`src/rtl/bcd_rtc.sv`:
```
module bcd_rtc #(
  parameter int TPS = 128
) (
  input  logic        clk,
  input  logic        rst_n,
  input  logic        tick,
  input  logic        we,
  input  logic [3:0]  addr,
  input  logic [15:0] wdata,
  output logic [15:0] rdata,
  output logic        carry_irq
);
  localparam int SW = (TPS > 1) ? $clog2(TPS) : 1;
  localparam logic [SW-1:0] SUB_TOP = SW'(TPS - 1);

  function automatic logic [7:0] bcd_inc(input logic [7:0] v);
    return (v[3:0] == 4'd9) ? {v[7:4] + 4'd1, 4'd0} : {v[7:4], v[3:0] + 4'd1};
  endfunction

  logic [SW-1:0] r_sub;
  logic [7:0]    r_sec, r_min, r_hr, r_wd, r_day, r_mon;
  logic [15:0]   r_yr;
  logic          cf, cie, c_go, c_prst, c_en;

  logic          running, adv, wrap;
  logic          k_min, k_hr, k_day, k_mon, k_yr, k_cen;
  logic [7:0]    leap_src, mlen;
  logic [4:0]    leap_sum;
  logic          leap;
  logic [15:0]   wsel;
  logic [7:0]    n_sec, n_min, n_hr, n_wd, n_day, n_mon, n_ylo, n_yhi;

  assign wsel    = we ? (16'd1 << addr) : 16'd0;
  assign running = c_go & c_en & ~c_prst;
  assign adv     = running & tick;
  assign wrap    = adv & (r_sub == SUB_TOP);

  assign leap_src = (r_yr[7:0] == 8'h00) ? r_yr[15:8] : r_yr[7:0];
  assign leap_sum = {leap_src[7:4], 1'b0} + {1'b0, leap_src[3:0]};
  assign leap     = (leap_sum[1:0] == 2'b00);

  always_comb begin
    case (r_mon)
      8'h02:                      mlen = leap ? 8'h29 : 8'h28;
      8'h04, 8'h06, 8'h09, 8'h11: mlen = 8'h30;
      default:                    mlen = 8'h31;
    endcase
  end

  assign k_min = wrap  & (r_sec == 8'h59);
  assign k_hr  = k_min & (r_min == 8'h59);
  assign k_day = k_hr  & (r_hr  == 8'h23);
  assign k_mon = k_day & (r_day == mlen);
  assign k_yr  = k_mon & (r_mon == 8'h12);
  assign k_cen = k_yr  & (r_yr[7:0] == 8'h99);

  assign n_sec = !wrap  ? r_sec : (r_sec == 8'h59) ? 8'h00 : bcd_inc(r_sec);
  assign n_min = !k_min ? r_min : (r_min == 8'h59) ? 8'h00 : bcd_inc(r_min);
  assign n_hr  = !k_hr  ? r_hr  : (r_hr  == 8'h23) ? 8'h00 : bcd_inc(r_hr);
  assign n_wd  = !k_day ? r_wd  : (r_wd  == 8'h06) ? 8'h00 : r_wd + 8'h01;
  assign n_day = !k_day ? r_day : k_mon ? 8'h01 : bcd_inc(r_day);
  assign n_mon = !k_mon ? r_mon : k_yr  ? 8'h01 : bcd_inc(r_mon);
  assign n_ylo = !k_yr  ? r_yr[7:0]  : k_cen ? 8'h00 : bcd_inc(r_yr[7:0]);
  assign n_yhi = !k_cen ? r_yr[15:8] : (r_yr[15:8] == 8'h99) ? 8'h00 : bcd_inc(r_yr[15:8]);

  always_ff @(posedge clk) begin
    if (!rst_n) begin
      r_sub  <= '0;
      r_sec  <= 8'h00;
      r_min  <= 8'h00;
      r_hr   <= 8'h00;
      r_wd   <= 8'h00;
      r_day  <= 8'h01;
      r_mon  <= 8'h01;
      r_yr   <= 16'h2000;
      cf     <= 1'b0;
      cie    <= 1'b0;
      c_go   <= 1'b0;
      c_prst <= 1'b0;
      c_en   <= 1'b0;
    end else begin
      if (c_prst)   r_sub <= '0;
      else if (adv) r_sub <= wrap ? '0 : r_sub + 1'b1;
      r_sec <= wsel[1] ? wdata[7:0] : n_sec;
      r_min <= wsel[2] ? wdata[7:0] : n_min;
      r_hr  <= wsel[3] ? wdata[7:0] : n_hr;
      r_wd  <= wsel[4] ? wdata[7:0] : n_wd;
      r_day <= wsel[5] ? wdata[7:0] : n_day;
      r_mon <= wsel[6] ? wdata[7:0] : n_mon;
      r_yr  <= wsel[7] ? wdata : {n_yhi, n_ylo};
      if (wrap)                      cf <= 1'b1;
      else if (wsel[14] && !wdata[7]) cf <= 1'b0;
      if (wsel[14]) cie <= wdata[4];
      if (wsel[15]) begin
        c_go   <= wdata[0];
        c_prst <= wdata[1];
        c_en   <= wdata[3];
      end
    end
  end

  assign carry_irq = cf & cie;

  always_comb begin
    case (addr)
      4'd0:    rdata = 16'(r_sub);
      4'd1:    rdata = {8'h00, r_sec};
      4'd2:    rdata = {8'h00, r_min};
      4'd3:    rdata = {8'h00, r_hr};
      4'd4:    rdata = {8'h00, r_wd};
      4'd5:    rdata = {8'h00, r_day};
      4'd6:    rdata = {8'h00, r_mon};
      4'd7:    rdata = r_yr;
      4'd14:   rdata = {8'h00, cf, 2'b00, cie, 4'h0};
      4'd15:   rdata = {12'h000, c_en, 1'b0, c_prst, c_go};
      default: rdata = 16'h0000;
    endcase
  end
endmodule

```
`config.mk`:
```
export PLATFORM = sky130hd
export DESIGN_NAME = bcd_rtc
export DESIGN_NICKNAME = d
export VERILOG_FILES = /design/src/rtl/bcd_rtc.sv
export SDC_FILE = /design/constraint.sdc
export NUM_CORES = 1
export LEC_CHECK = 0
export ABC_CLOCK_PERIOD_IN_PS = 3300
export BUFFER_PORTS_ARGS = -buffer_cell sky130_fd_sc_hd__buf_2
export CAP_MARGIN = 30
export CORE_UTILIZATION = 45
export CTS_CLUSTER_SIZE = 28
export DETAILED_ROUTE_END_ITERATION = 6
export GPL_TIMING_DRIVEN = 0
export PLACE_DENSITY = 0.68
export SYNTH_ARGS = -nofsm -noshare
export SYNTH_HDL_FRONTEND = slang
export SYNTH_SLANG_ARGS = --single-unit
```
`constraint.sdc`:
```
create_clock -name clk -period 3.3 [get_ports clk]
set_input_delay 0.165 -clock clk [delete_from_list [all_inputs] [get_ports clk]]
set_output_delay 0.165 -clock clk [all_outputs]
set_load 0.01 [all_outputs]
```
=== Yosys cells after proc, flatten, opt, wreduce, memory -nomap -nowiden ===
Index checks and enable logic that the tools add are counted.

* Bits in registers: 76
* Input port bits: 24

* Muxes and demuxes: 38
* Bitwise logic cells: 13
* Shift operators: 1
* Eq/ne operators: 30
* $add $sub $neg: 17
* Reduce and logical (&&, ||, !) cells: 30

{| class="wikitable"
|+ Operator list
! operator !! count
|-
| $mux W8 || 29
|-
| $pmux W16 S10 || 1
|-
| $add A4 B1 Y4 const B || 14
|-
| $eq A4 B4 Y1 const B || 9
|-
| $mux W16 || 2
|-
| $eq A8 B3 Y1 const B || 3
|-
| $reduce_bool A3 Y1 || 7
|-
| $reduce_bool A2 Y1 || 9
|-
| $eq A4 B3 Y1 const B || 4
|-
| $eq A8 B5 Y1 const B || 2
|-
| $eq A8 B7 Y1 const B || 2
|-
| $eq A8 B8 Y1 const B || 2
|-
| $shl A1 B4 Y16 const A || 1
|-
| $reduce_and A2 Y1 || 7
|-
| $and A1 B1 Y1 || 11
|-
| $pmux W5 S2 || 1
|-
| $add A8 B1 Y8 const B || 1
|-
| $eq A4 B2 Y1 const B || 2
|-
| $eq A8 B2 Y1 const B || 1
|-
| $eq A8 B4 Y1 const B || 1
|-
| $eq A8 B6 Y1 const B || 1
|-
| $eq A8 B8 Y1 || 1
|-
| $logic_not A8 Y1 || 1
|-
| $add A7 B1 Y7 const B || 1
|-
| 13 further kinds || 16
|}

=== Longest topological paths before layout ===
* Word-level depth: 13
* Mapped depth: 11
* Gate-level depth less buffers: 9

=== Worst setup path after synthesis ===
No wires, ideal clock.

* Path kind: flip-flop to flip-flop
* Start: register r_sec[0]
* End: register r_yr[14]
* Path buffers: 1
* Setup slack: 0.376 ns
* Required time: 3.226 ns
* Clock period less this slack: 2.924 ns
* Stages on the path, launching flop included: 10
* Arrival: 2.850 ns
* Cells stage by stage: dfxtp_1 ha_1 nand3b_1 or4_4 or3_1 clkbuf_1 nor4_4 nand4_1 or4_1 a31oi_1

* Cells in the longest elaborated chain, start to end: 9

{| class="wikitable"
|+ RTL lines
! item !! line !! RTL
|-
| start: declaration || 21 || <nowiki>logic [7:0] r_sec, r_min, r_hr, r_wd, r_day, r_mon;</nowiki>
|-
| start signal: assignment || 84 || <nowiki>r_sec <= wsel[1] ? wdata[7:0] : n_sec;</nowiki>
|-
| $eq A8 B7 Y1 || 50 || <nowiki>assign k_min = wrap & (r_sec == 8'h59);</nowiki>
|-
| $and A1 B1 Y1 || 50 ||
|-
| $and A1 B1 Y1 || 51 || <nowiki>assign k_hr = k_min & (r_min == 8'h59);</nowiki>
|-
| $and A1 B1 Y1 || 52 || <nowiki>assign k_day = k_hr & (r_hr == 8'h23);</nowiki>
|-
| $and A1 B1 Y1 || 53 || <nowiki>assign k_mon = k_day & (r_day == mlen);</nowiki>
|-
| $and A1 B1 Y1 || 54 || <nowiki>assign k_yr = k_mon & (r_mon == 8'h12);</nowiki>
|-
| $and A1 B1 Y1 || 55 || <nowiki>assign k_cen = k_yr & (r_yr[7:0] == 8'h99);</nowiki>
|-
| $reduce_bool A2 Y1 (no source line) || -- ||
|-
| $reduce_and A2 Y1 (no source line) || -- ||
|-
| end signal: assignment || 90 || <nowiki>r_yr <= wsel[7] ? wdata : {n_yhi, n_ylo};</nowiki>
|-
| end: declaration || 22 || <nowiki>logic [15:0] r_yr;</nowiki>
|}

No other way between the ends.
A chain may end at the register's enable or synchronous reset.

=== Final worst setup path ===
* Start: register r_hr[5]
* End: register r_yr[2]

* Cells in the longest elaborated chain, start to end: 8
* Elaborated cells between the ends (all ways): 9
* Classes of those cells: eq/ne: 1; mux: 3; bitwise: 4; reduce/logical: 1

{| class="wikitable"
|+ RTL lines
! item !! line !! RTL
|-
| start: declaration || 21 ||
|-
| start signal: assignment || 86 || <nowiki>r_hr <= wsel[3] ? wdata[7:0] : n_hr;</nowiki>
|-
| $eq A8 B6 Y1 * || 52 ||
|-
| $and A1 B1 Y1 * || 52 ||
|-
| $and A1 B1 Y1 * || 53 ||
|-
| $and A1 B1 Y1 * || 54 ||
|-
| $and A1 B1 Y1 || 55 ||
|-
| $mux W8 (2 in series) || 63 || <nowiki>assign n_ylo = !k_yr ? r_yr[7:0] : k_cen ? 8'h00 : bcd_inc(r_yr[7:0]);</nowiki>
|-
| $mux W16 || 90 ||
|}

Every way passes the cells marked *; elsewhere a longest branch is shown, timed or not. The select of a mux whose other input is x is not followed.

==> impl_metrics.tcl <==
set metrics [dict create \
    htreeDepth 3 \
    netlist.area_leader.share_pct 27.4 \
    final_cells 942 \
    setup_viol 0 \
    ir_drop_v 0.000236 \
    clockBufferDepth 2 \
    post-dp-hpwl_um 14600 \
    leakage_uw 0.00232 \
    drt_first_pass_iters 5 \
    nets 845 \
    met1_length_um 8330 \
    final_cell_mix "nand2_1, dfxtp_1, nor2_1" \
    cp-end-kind "flip-flop" \
    route.met3.wl_um 1420 \
    grt_pass1_vias 5734 \
    synth_adder_area_share_pct 6.99 \
    slowest_delay_ns 0.60 \
    synth_top_family_by_area "simple AND/OR/NAND/NOR gates" \
    synthCells 740 \
    num_antenna_cells 0 \
    cp_top_family "simple AND/OR/NAND/NOR gates" \
    drt_wl_total_um 19500 \
    synthSimpleGateAreaFrac_pct 31.5 \
    worstSetupStartpointType "flip-flop" \
    startpoint "r_hr[5]" \
    hold_viol_final 0 \
    syn_avg_cell_area_um2 7.50 \
    syn-num-nets 795 \
    coreArea_um2 12000 \
    overflow 0 \
    cts_made_buffers 9 \
    synth_area_leader_cell "dfxtp_1" \
    ys_async_sr_fraction_pct 0 \
    period_share_pct 95.0 \
    hp-start "wdata[12]" \
    worst_slew_pin_slew_ns 0.909 \
    drive_gt1_share_pct 10.3 \
    cts_tree "done" \
    grt_max_degree 13 \
    drc 0 \
    dpl.cell_count 927 \
    r2r_start "r_hr[5]" \
    cts.sinks 76 \
    powerDensity_nw_per_um2 368 \
    skew_ns 0.00665 \
    grt_pass1_wl_um 30600 \
    root_buffer "clkbuf_16" \
    ys_seq_area_share_pct 27.4 \
    critPathRequiredTime_ns 3.58 \
    synth_compound_area_share_pct 21.9 \
    drtIter0Drc 541 \
    io_pins 41 \
    drv_cap 0 \
    grt.total_usage_pct 31.4 \
    place.gp.congestion 0.950 \
    dieArea_um2 12800 \
    critPathKind "flip-flop to flip-flop" \
    ys.warnings.count 0 \
    die_x_um 113 \
    synthMuxAreaShare_pct 4.83 \
    ant_nets 0 \
    min_period_ns 3.14 \
    clock_latency_ns 0.35 \
    synth-edff-count 0 \
    wl_per_cell_um 20.7 \
    via_per_inst 6.34 \
    grt_antenna_before_repair 0 \
    netlist_top_cells_area "dfxtp_1, ha_1, nand2_1" \
    fillers 1185 \
    io_buffers 39 \
    die_y_um 113 \
    netlist_area_um2 5550 \
    clk_pin_slew_ns 0.06 \
    fmax_mhz 319 \
    critPathMaxFanout 9 \
    via_count 5974 \
    area_delta_synth_final_pct 13.3 \
    synth_flop_cell "dfxtp_1" \
    hold-worst-slack_ns 0.0736 \
    worst_slack_ns 0.164 \
    hold_class "input port to flip-flop" \
    path_cells "ha_1 -> or4b_1 -> or2_1 -> or3_4 -> nor2_4 -> nand3_1 -> or4b_1 -> a31oi_1" \
    drv_slew 0 \
    rows 40 \
    status "finished, final reports clean" \
    crit_path_frequent_cell "or4b_1" \
    crit_arrival_ns 3.42 \
    synth_xor_area_share_pct 2.84 \
    synth_cell_types 63 \
    rsz0062_at_grt "false" \
    routed.top_layer "met4" \
    layout_commonest_cell "nand2_1" \
    pre_cts_slack_ns -0.0964 \
    slew_headroom_pct 38.9 \
    crit_path_top_delay_cell "or4b_1" \
    met2_wirelength_um 9040 \
    ys_seq_elements 76 \
    path_buf_inv 0 \
    start_util_pct 46.2 \
]
==> cell type report <==
type	instances	area, µm²	area share (%)
Clock inverter	4	70.1	1.11
Inverter	27	101	1.61
Clock buffer	12	267	4.24
Timing Repair Buffer	41	214	3.40
Sequential cell	76	1530	24.3
Buffer	36	144	2.29
Tap cell	147	184	2.93
Multi-Input combinational cell	599	3780	60.2
==> per-layer routing <==
| layer | vias up | GRT usage (%) |
|---|---|---|
| li1 | 2820 | - |
| met1 | 2869 | 38.8 |
| met2 | 235 | 51.3 |
| met3 | 50 | 7.45 |
| met4 | 0 | 15.4 |
| met5 | - | 0 |
==> synthesized netlist by cell type, drive strengths merged (16+ instances only) <==
| master | count |
|---|---|
| ha | 31 |
| nor3 | 29 |
| clkbuf | 36 |
| nand2 | 83 |
| and3 | 21 |
| a31oi | 19 |
| inv | 27 |
| nor2 | 64 |
| nand3 | 39 |
| a21oi | 44 |
| dfxtp | 76 |
| o21ai | 52 |
| nand4 | 16 |
==> metrics by stage <==
step / util (%) / area (µm²) / setup TNS [ns] / total power (µW)
after floorplan: - / 5550 / 0 / 1090
after global placement: 49.4 / 5930 / -0.315 / 1190
after detailed placement: 49.4 / 5940 / -0.544 / 1190
after CTS: 52.3 / 6280 / 0 / 2320
after global routing: 52.3 / 6290 / 0 / 2380
final: 52.3 / 6290 / 0 / 2310
==> what timing repair did <==
action / 4_1_cts / 5_1_grt
setup buffers: 1 / 0
endpoints found under the hold margin: 0 / 0
resized for setup: 2 / 3
hold buffers: 0 / 0
pin swaps: 0 / 1
endpoints found under the setup margin: 12 / 14
==> cell families (layout without fill, tap and decap cells) <==
kind of cell / count (synthesis) / after routing
and+or+nand+nor: 337 / 337
DFF: 76 / 76
adders and majority gates: 31 / 31
xor gates and xnor gates: 18 / 18
buffers and inverters: 65 / 120
muxes: 21 / 21
AOI/OAI and AO/OA: 192 / 192
==> report_power, final <==
part           leakage (µW)  internal [µW]  switching (µW)
Sequential         0.000616            933            26.6
Clock              0.000169            722             413
Combinational       0.00154           68.4             147
==> worst register-to-register path: stages, from the launching register on <==
cell	delay (ns)
dfxtp_1	0.42
ha_1	0.20
or4b_1	0.50
or2_1	0.28
or3_4	0.42
nor2_4	0.18
nand3_1	0.31
or4b_1	0.60
a31oi_1	0.16
==> state kept, by name, summed over array words and instances, names as in the netlist <==
| signal | cells |
|---|---|
| c_en | 1 |
| r_hr | 8 |
| r_sec | 8 |
| c_go | 1 |
| r_sub | 7 |
| cie | 1 |
| cf | 1 |
| r_mon | 8 |
| r_yr | 16 |
| r_day | 8 |
| c_prst | 1 |
| r_min | 8 |
| r_wd | 8 |
==> path summary, 6_finish.rpt <==
kind,end,slack [ns],depth (start not counted)
hold reg to reg,cie,0.50,2
hold / removal,r_yr[12],0.07,3
setup / recovery,r_yr[2],0.16,8
setup reg to reg,r_yr[2],0.16,8
Note: power is estimated with default switching activity, not from simulation.
